===== config.mk =====
export PLATFORM = sky130hd
export DESIGN_NAME = fcmp_flag_unit
export DESIGN_NICKNAME = d
export VERILOG_FILES = /design/src/rtl/fcmp_pkg.sv /design/src/rtl/fcmp_ctrl.sv /design/src/rtl/fcmp_datapath.sv /design/src/rtl/fcmp_flag_unit.sv
export SDC_FILE = /design/constraint.sdc
export NUM_CORES = 1
export LEC_CHECK = 0
export ABC_AREA = 0
export BUFFER_PORTS_ARGS = -buffer_cell sky130_fd_sc_hd__buf_2
export CAP_MARGIN = 30
export CELL_PAD_IN_SITES_DETAIL_PLACEMENT = 1
export CELL_PAD_IN_SITES_GLOBAL_PLACEMENT = 2
export CORE_MARGIN = 4
export CORE_UTILIZATION = 22
export CTS_CLUSTER_DIAMETER = 100
export DETAILED_ROUTE_END_ITERATION = 16
export GPL_ROUTABILITY_DRIVEN = 0
export PLACE_DENSITY = 0.79
export SLEW_MARGIN = 30
export SYNTH_ARGS = -nofsm -noshare
export SYNTH_HDL_FRONTEND = slang
export SYNTH_HIERARCHICAL = 1
export SYNTH_SLANG_ARGS = --single-unit

===== constraint.sdc =====
create_clock -name clk -period 2.1 [get_ports clk]
set_input_delay 0.105 -clock clk [delete_from_list [all_inputs] [get_ports clk]]
set_output_delay 0.105 -clock clk [all_outputs]
set_load 0.005 [all_outputs]

===== src/rtl/fcmp_pkg.sv =====
package fcmp_pkg;

  localparam logic [2:0] PRED_EQ = 3'd0;
  localparam logic [2:0] PRED_NE = 3'd1;
  localparam logic [2:0] PRED_GT = 3'd2;
  localparam logic [2:0] PRED_GE = 3'd3;
  localparam logic [2:0] PRED_LT = 3'd4;
  localparam logic [2:0] PRED_LE = 3'd5;

  typedef enum logic [1:0] {
    REL_EQ = 2'd0,
    REL_LT = 2'd1,
    REL_GT = 2'd2,
    REL_UN = 2'd3
  } rel_e;

  // Strobes from control to datapath: which relations make the flag true.
  typedef struct packed {
    logic load;
    logic acceptEq;
    logic acceptLt;
    logic acceptGt;
    logic acceptUn;
  } cmp_strobe_t;

endpackage


===== src/rtl/fcmp_ctrl.sv =====
module fcmp_ctrl
  import fcmp_pkg::*;
(
  input  logic        clk,
  input  logic        rst_n,
  input  logic        inValid,
  input  logic [2:0]  predSel,
  output cmp_strobe_t strobe,
  output logic        outValid
);

  always_comb begin
    strobe = '0;
    strobe.load = inValid;
    case (predSel)
      PRED_EQ: strobe.acceptEq = 1'b1;
      PRED_NE: begin
        strobe.acceptLt = 1'b1;
        strobe.acceptGt = 1'b1;
        strobe.acceptUn = 1'b1;
      end
      PRED_GT: strobe.acceptGt = 1'b1;
      PRED_GE: begin
        strobe.acceptGt = 1'b1;
        strobe.acceptEq = 1'b1;
      end
      PRED_LT: strobe.acceptLt = 1'b1;
      PRED_LE: begin
        strobe.acceptLt = 1'b1;
        strobe.acceptEq = 1'b1;
      end
      default: ;  // reserved codes select no relation
    endcase
  end

  always_ff @(posedge clk) begin
    if (!rst_n) outValid <= 1'b0;
    else        outValid <= inValid;
  end

  a_r9_valid_follows: assert property (@(posedge clk) disable iff (!rst_n)
    inValid |=> outValid);
  a_r9_valid_idle: assert property (@(posedge clk) disable iff (!rst_n)
    !inValid |=> !outValid);
  a_r10_reserved_none: assert property (@(posedge clk) disable iff (!rst_n)
    (predSel[2:1] == 2'b11) |-> !(strobe.acceptEq || strobe.acceptLt || strobe.acceptGt || strobe.acceptUn));

endmodule


===== src/rtl/fcmp_datapath.sv =====
module fcmp_datapath
  import fcmp_pkg::*;
#(
  parameter int EXP_W    = 8,
  parameter int FRAC_W   = 23,
  parameter int STATUS_W = 8,
  parameter int INV_BIT  = 4,
  localparam int W = 1 + EXP_W + FRAC_W
) (
  input  logic                clk,
  input  logic                rst_n,
  input  cmp_strobe_t         strobe,
  input  logic [W-1:0]        opA,
  input  logic [W-1:0]        opB,
  input  logic [STATUS_W-1:0] statusIn,
  output logic                condFlag,
  output logic [STATUS_W-1:0] statusOut
);

  localparam int MAG_W = W - 1;

  logic [1:0][W-1:0] opnd;
  logic [1:0]        isNan;
  logic [1:0]        isZero;
  logic [1:0]        isInf;

  assign opnd[0] = opA;
  assign opnd[1] = opB;

  for (genvar i = 0; i < 2; i++) begin : g_class
    assign isNan[i]  = (&opnd[i][W-2:FRAC_W]) && (|opnd[i][FRAC_W-1:0]);
    assign isInf[i]  = (&opnd[i][W-2:FRAC_W]) && !(|opnd[i][FRAC_W-1:0]);
    assign isZero[i] = ~|opnd[i][MAG_W-1:0];
  end

  logic             nanAny;
  logic             signA, signB;
  logic [MAG_W-1:0] magA, magB;
  logic             magAGreater;
  rel_e             rel;

  assign nanAny      = |isNan;
  assign signA       = opA[W-1];
  assign signB       = opB[W-1];
  assign magA        = opA[MAG_W-1:0];
  assign magB        = opB[MAG_W-1:0];
  assign magAGreater = magA > magB;

  always_comb begin
    if (nanAny)                      rel = REL_UN;
    else if ((&isZero) || opA == opB) rel = REL_EQ;
    else if (signA != signB)          rel = signA ? REL_LT : REL_GT;
    else if (!signA)                  rel = magAGreater ? REL_GT : REL_LT;
    else                              rel = magAGreater ? REL_LT : REL_GT;
  end

  logic                flagNext;
  logic [STATUS_W-1:0] statusNext;

  always_comb begin
    case (rel)
      REL_EQ:  flagNext = strobe.acceptEq;
      REL_LT:  flagNext = strobe.acceptLt;
      REL_GT:  flagNext = strobe.acceptGt;
      default: flagNext = strobe.acceptUn;
    endcase
  end

  always_comb begin
    for (int k = 0; k < STATUS_W; k++) begin
      statusNext[k] = statusIn[k] | ((k == INV_BIT) && nanAny);
    end
  end

  always_ff @(posedge clk) begin
    if (!rst_n) begin
      condFlag  <= 1'b0;
      statusOut <= '0;
    end else if (strobe.load) begin
      condFlag  <= flagNext;
      statusOut <= statusNext;
    end
  end

  a_r7_invalid_on_nan: assert property (@(posedge clk) disable iff (!rst_n)
    strobe.load && nanAny |=> statusOut[INV_BIT]);
  a_r1_inf_not_invalid: assert property (@(posedge clk) disable iff (!rst_n)
    strobe.load && (&isInf) && !statusIn[INV_BIT] |=> !statusOut[INV_BIT]);
  a_r3_ordered_false: assert property (@(posedge clk) disable iff (!rst_n)
    strobe.load && nanAny && !strobe.acceptUn |=> !condFlag);
  a_r5_zero_equal: assert property (@(posedge clk) disable iff (!rst_n)
    strobe.load && (&isZero) |=> condFlag == $past(strobe.acceptEq));
  a_r2_same_bits_equal: assert property (@(posedge clk) disable iff (!rst_n)
    strobe.load && !nanAny && opA == opB |=> condFlag == $past(strobe.acceptEq));
  a_r8_others_kept: assert property (@(posedge clk) disable iff (!rst_n)
    strobe.load |=> (statusOut & ~(STATUS_W'(1) << INV_BIT)) ==
                    $past(statusIn & ~(STATUS_W'(1) << INV_BIT)));
  a_r9_hold: assert property (@(posedge clk) disable iff (!rst_n)
    !strobe.load |=> $stable(condFlag) && $stable(statusOut));

endmodule


===== src/rtl/fcmp_flag_unit.sv =====
module fcmp_flag_unit
  import fcmp_pkg::*;
#(
  parameter int EXP_W    = 8,
  parameter int FRAC_W   = 23,
  parameter int STATUS_W = 8,
  parameter int INV_BIT  = 4,
  localparam int W = 1 + EXP_W + FRAC_W
) (
  input  logic                clk,
  input  logic                rst_n,
  input  logic                inValid,
  input  logic [2:0]          predSel,
  input  logic [W-1:0]        opA,
  input  logic [W-1:0]        opB,
  input  logic [STATUS_W-1:0] statusIn,
  output logic                outValid,
  output logic                condFlag,
  output logic [STATUS_W-1:0] statusOut
);

  cmp_strobe_t strobe;

  fcmp_ctrl u_ctrl (
    .clk      (clk),
    .rst_n    (rst_n),
    .inValid  (inValid),
    .predSel  (predSel),
    .strobe   (strobe),
    .outValid (outValid)
  );

  fcmp_datapath #(
    .EXP_W    (EXP_W),
    .FRAC_W   (FRAC_W),
    .STATUS_W (STATUS_W),
    .INV_BIT  (INV_BIT)
  ) u_dp (
    .clk       (clk),
    .rst_n     (rst_n),
    .strobe    (strobe),
    .opA       (opA),
    .opB       (opB),
    .statusIn  (statusIn),
    .condFlag  (condFlag),
    .statusOut (statusOut)
  );

endmodule


==> results.json, run 1 <==
{
  "cts.clk_slew.worst_paths_ns": 0.04,
  "synth_ff_type": "dfxtp_1",
  "dr.pass1.iters": 4,
  "synthTopCellsByCount": "32 x inv_1, 31 x ha_1, 17 x a21oi_1, 14 x nor4_1, 12 x nand4_1",
  "r2r_end": "u_dp/condFlag",
  "row_count": 29,
  "syn_inst": 194,
  "grt_max_degree": 13,
  "drive_above_1_share_pct": 39.4,
  "drtIter0Drc": 25,
  "end_kind": "flip-flop",
  "yosysSeqAreaShare_pct": 13.7,
  "period_needed_ns": 1.91,
  "initial_core_util_pct": 22.8,
  "use_met3_pct": 2.95,
  "wire_per_inst_um": 13.5,
  "grt.met2_usage_pct": 23.6,
  "wirelength_um": 5180,
  "async_flop_share_pct": 0,
  "core_um2": 6390,
  "avgSynthCellArea_um2": 7.52,
  "reg2reg_slack_ns": 1.14,
  "synth-edff-count": 0,
  "start_kind": "primary input",
  "ys_top_cells_by_area": "ha_1 27%, dfxtp_1 14%, inv_1 8.2%",
  "syn_nets": 303,
  "antenna_left": 0,
  "synth_top_family_by_area": "simple AND/OR/NAND/NOR gates",
  "cts.path.max_buffers": 2,
  "synth-xor-area-share_pct": 1.20,
  "die-area_um2": 8000,
  "drc_errors": 0,
  "fin_skew_ns": 0,
  "synthAdderAreaFrac_pct": 26.6,
  "critical_path_class": "in -> reg",
  "ys_ff_latch": 10,
  "top_usage_layer": "met2",
  "holdCritPathClass": "in -> reg",
  "min_period_over_period_pct": 91.1,
  "cp_slowest_stage_delay_ns": 0.38,
  "startpoint": "opB[10]",
  "vias": 1780,
  "drv_slew": 0,
  "io-pin-count": 88,
  "dp_hpwl_um": 4810,
  "insertion_delay_ns": 0.23,
  "ir_drop_uv": 456,
  "path_cells": "buf_2 > inv_1 > ha_1 > nand4_1 > nor4_2 > nand2_1 > a21boi_1 > or3_1 > and4b_1 > o32ai_2",
  "dieWidth_um": 89.4,
  "setup_violations": 0,
  "syn_area_um2": 1460,
  "hold_viol_final": 0,
  "htreeDepth": 1,
  "fmax_ghz": 0.523,
  "cts_buffers": 3,
  "fp.dieH_um": 89.4,
  "cap_violations": 0,
  "synthMuxAreaShare_pct": 4.80,
  "status": "complete, no violations",
  "tightest_slew_ns": 0.366,
  "first_global_vias": 1900,
  "crit_slowest_cell": "or3_1",
  "instances_no_fill": 384,
  "power-per-cell-area_nw_per_um2": 340,
  "cp_data_required_time_ns": 2.25,
  "cts_sinks": 10,
  "arrival_ns": 2.06,
  "grt_use_met1_pct": 15.7,
  "port_buffers": 87,
  "synthSimpleGateAreaFrac_pct": 29.8,
  "grt-ovfl-total": 0,
  "diodes": 0,
  "grt_pass1_wl_um": 8280,
  "regToRegStartpoint": "u_dp/condFlag",
  "rr_worst_depth": 4,
  "fin_util_pct": 34.7,
  "rsz0062_at_grt": "no",
  "fill_cells": 860,
  "endpoint": "u_dp/condFlag",
  "slew_headroom_pct": 75.4,
  "hold_depth": 3,
  "antenna_found_initial": 0,
  "tritoncts": "done",
  "yosysUniqueCellTypes": 34,
  "yosysWarnings": 6,
  "worstPathMaxFanout": 3,
  "yosysMostFrequentCell": "inv_1",
  "cts_root_buf": "clkbuf_8",
  "yosys.area.top_type": "ha_1",
  "syn_to_final_growth_pct": 51.8,
  "synth-compound-area-share_pct": 14.9,
  "vias_per_cell": 4.64,
  "placed_cells": 381,
  "finalNetCount": 418,
  "synth_top_area_share_pct": 26.6,
  "leakagePower_nw": 1.19,
  "grt_usage_pct": 12.9
}
-- repair_timing --
item	CTS	global route
setup endpoints to repair	0	1
hold buffers	0	0
setup buffers	0	0
resized for setup	0	1
-- per-stage QoR --
step / hold WS, ns / power, W / instance area (µm²) / setup slack [ns] / TNS, ns
6_report: 0.130 / 0.000753 / 2210 / 0.188 / 0
5_1_grt: 0.143 / 0.000817 / 2210 / 0.0183 / 0
4_1_cts: 0.130 / 0.000762 / 2210 / 0.128 / 0
3_5_place_dp: 0.378 / 0.000562 / 2170 / -0.113 / -0.113
3_3_place_gp: 0.360 / 0.000554 / 2170 / -0.0507 / -0.0507
2_1_floorplan: 0.227 / 0.000370 / 1460 / 0.205 / 0
-- power by group --
part           switching [W]  total [W]  internal [W]
clock              0.0000705   0.000196      0.000125
sequential        0.00000516   0.000209      0.000203
combinational       0.000169   0.000348      0.000180
-- metal layers --
layer | vias up | part of all wire [%]
met4 | 0 | 0.89
met2 | 38 | 50
met5 | - | 0
met1 | 802 | 43
met3 | 6 | 6.0
li1 | 934 | -
-- placed cells by master (no fill, tap or decap), types with 2 or more instances in the layout --
master / count
dfxtp_1: 10
nor2b_1: 7
buf_4: 25
nor4_2: 2
nor4_1: 14
inv_1: 32
xor2_1: 2
nand4_1: 12
nand3b_1: 2
nor2_1: 10
nand4_2: 2
mux2i_1: 7
ha_1: 31
buf_2: 87
nand3_1: 3
clkbuf_8: 3
o21ai_0: 11
nor3_1: 4
a21oi_1: 17
nand2_1: 10
-- kinds of logic (layout without fill, tap and decap cells) --
logic type,count (synthesis),count (layout)
multiplexers,7,7
XOR/XNOR,2,2
AND/OR/NAND/NOR,73,73
AO/OA/AOI/OAI,37,37
flip-flops,10,10
adder cells (fa/ha/maj),31,31
buffers and inverters,34,147
-- worst min path at each step --
stage | from | to | slack (ns)
2_1_floorplan | inValid | u_ctrl/outValid | 0.23
3_3_place_gp | statusIn[7] | u_dp/statusOut[7] | 0.36
3_5_place_dp | statusIn[5] | u_dp/statusOut[5] | 0.38
4_1_cts | statusIn[1] | u_dp/statusOut[1] | 0.13
5_1_grt | statusIn[1] | u_dp/statusOut[1] | 0.14
6_report | statusIn[7] | u_dp/statusOut[7] | 0.13
-- final cells by class --
class                           instances  area (µm²)  area share (%)
Timing Repair Buffer                  112         623            28.1
Sequential cell                        10         200            9.04
Inverter                               32         120            5.42
Clock buffer                            3        41.3            1.86
Tap cell                               77        96.3            4.35
Multi-Input combinational cell        150        1130            51.2
-- worst max-delay path: cells and delay by family --
kind,cells,cell delay (ns)
AND/OR/NAND/NOR,5,1.20
AO/OA/AOI/OAI,2,0.34
adder cells (fa/ha/maj),1,0.30
buffers and inverters,2,0.12
-- flip-flops by register name, indices dropped and copies added (netlist names) --
name and cells:
u_dp/condFlag 1, u_ctrl/outValid 1, u_dp/statusOut 8
Power figures use the tool's default switching activity.
==> run 2: changes to the inputs <==
--- a/config.mk
+++ b/config.mk
@@ -15,7 +15,7 @@
 export CTS_CLUSTER_DIAMETER = 100
 export DETAILED_ROUTE_END_ITERATION = 16
 export GPL_ROUTABILITY_DRIVEN = 0
-export PLACE_DENSITY = 0.79
+export PLACE_DENSITY = 0.82
 export SLEW_MARGIN = 30
 export SYNTH_ARGS = -nofsm -noshare
 export SYNTH_HDL_FRONTEND = slang
==> results.json, run 2 (synthesized netlist as in run 1, its figures left out) <==
{
  "status": "complete, no violations",
  "hold_viol_final": 0,
  "drtIter0Drc": 11,
  "antenna_found_initial": 0,
  "cts_sinks": 10,
  "dr.pass1.iters": 2,
  "drc_errors": 0,
  "diodes": 0,
  "period_needed_ns": 1.90,
  "drv_slew": 0,
  "end_kind": "flip-flop",
  "min_period_over_period_pct": 90.3,
  "initial_core_util_pct": 22.8,
  "ir_drop_uv": 355,
  "power_frac_comb_pct": 42.9,
  "cp_data_required_time_ns": 2.25,
  "reg2reg_slack_ns": 1.15,
  "instances_no_fill": 380,
  "fill_cells": 818,
  "setup_violations": 0,
  "syn_to_final_growth_pct": 49.7,
  "post-cts-setup-buffer-count": 0,
  "internal_power_w": 0.000541,
  "core_um2": 6390,
  "vias_per_cell": 4.65,
  "wirelength_um": 5050,
  "grt_usage_pct": 12.7,
  "fmax_ghz": 0.527,
  "fin_skew_ns": 0,
  "final_cell_mix": "87 x buf_2, 32 x inv_1, 31 x ha_1",
  "whs_ns": 0.130,
  "cts.path.max_buffers": 2,
  "largestRegisters": "u_dp/statusOut x8, u_ctrl/outValid x1, u_dp/condFlag x1",
  "pwr-share-clk_pct": 30.4,
  "swShare_pct": 30.8,
  "cts_root_buf": "clkbuf_8",
  "htreeDepth": 1,
  "switching_power_w": 0.000241,
  "grt-ovfl-total": 0,
  "tritoncts": "done",
  "tightest_slew_ns": 0.400,
  "port_buffers": 87,
  "io-pin-count": 88,
  "leakagePower_nw": 1.17,
  "final_area_um2": 2180,
  "cts_hold_buf": 0,
  "place_area_um2": 2130,
  "row_count": 29,
  "top_register": "u_dp/statusOut",
  "finalNetCount": 413,
  "antenna_left": 0,
  "worstPathMaxFanout": 3,
  "power-per-cell-area_nw_per_um2": 358,
  "dieWidth_um": 89.4,
  "largest_reg_flops": 8,
  "insertion_delay_ns": 0.23,
  "placed_cells": 376,
  "holdCritPathClass": "in -> reg",
  "drive_above_1_share_pct": 38.3,
  "grt_max_degree": 13,
  "slew_headroom_pct": 73.1,
  "die-area_um2": 8000,
  "grt_pass1_wl_um": 8050,
  "cts-resized-gates": 0,
  "layout_commonest_cell": "buf_2",
  "start_kind": "primary input",
  "first_global_vias": 1878,
  "fp.dieH_um": 89.4,
  "critical_path_class": "in -> reg",
  "cts_buffers": 3,
  "dp_hpwl_um": 4770,
  "cap_violations": 0,
  "rsz0062_at_grt": "no",
  "cts.clk_slew.worst_paths_ns": 0.05,
  "report.power.total_w": 0.000782,
  "wire_per_inst_um": 13.3,
  "power_frac_seq_pct": 26.7,
  "arrival_ns": 2.05,
  "vias": 1766
}
run 2: area by class of cell:
type	count	area (µm²)	area share, %
Inverter	32	120	5.50
Sequential cell	10	200	9.16
Clock buffer	4	55.1	2.52
Tap cell	77	96.3	4.41
Multi-Input combinational cell	150	1130	51.6
Timing Repair Buffer	107	586	26.8
run 2: worst paths after layout:
kind,from,endpoint,cells after the start
max,opB[29],u_dp/condFlag,10
min,statusIn[2],u_dp/statusOut[2],3
min reg2reg,u_dp/statusOut[0],u_dp/statusOut[0],2
max reg2reg,u_dp/condFlag,u_dp/condFlag,4
run 2: per-layer routing:
| metal | wire [µm] | track usage (%) | vias up |
|---|---|---|---|
| met5 | 0 | 0 | - |
| met4 | 31 | 1.89 | 0 |
| met3 | 239 | 2.21 | 4 |
| met2 | 2660 | 24.2 | 33 |
| met1 | 2120 | 15.0 | 799 |
| li1 | - | - | 930 |
run 2: power by group through the flow:
stage | Combinational (W) | Sequential (W) | Clock [W]
2_1_floorplan | 0.000156 | 0.000214 | 0
3_3_place_gp | 0.000334 | 0.000212 | 0
3_5_place_dp | 0.000342 | 0.000212 | 0
4_1_cts | 0.000344 | 0.000209 | 0.000248
5_1_grt | 0.000389 | 0.000210 | 0.000260
6_report | 0.000336 | 0.000209 | 0.000237
run 2: stage by stage:
step                utilization, %  setup WS [ns]  TNS [ns]
finish                        34.2          0.203         0
global placement              33.3        -0.0263   -0.0263
CTS                           34.2          0.176         0
floorplan                        -          0.205         0
global route                  34.2         0.0174         0
detailed placement            33.3        -0.0582   -0.0582
run 2: critical path, cell delays in order:
cell and delay [ns]:
buf_2 0.09, inv_1 0.04, ha_1 0.31, nand4_2 0.13, nor4_2 0.36, nand2_1 0.11
a21boi_1 0.15, or3_1 0.37, and4b_1 0.21, o32ai_2 0.18
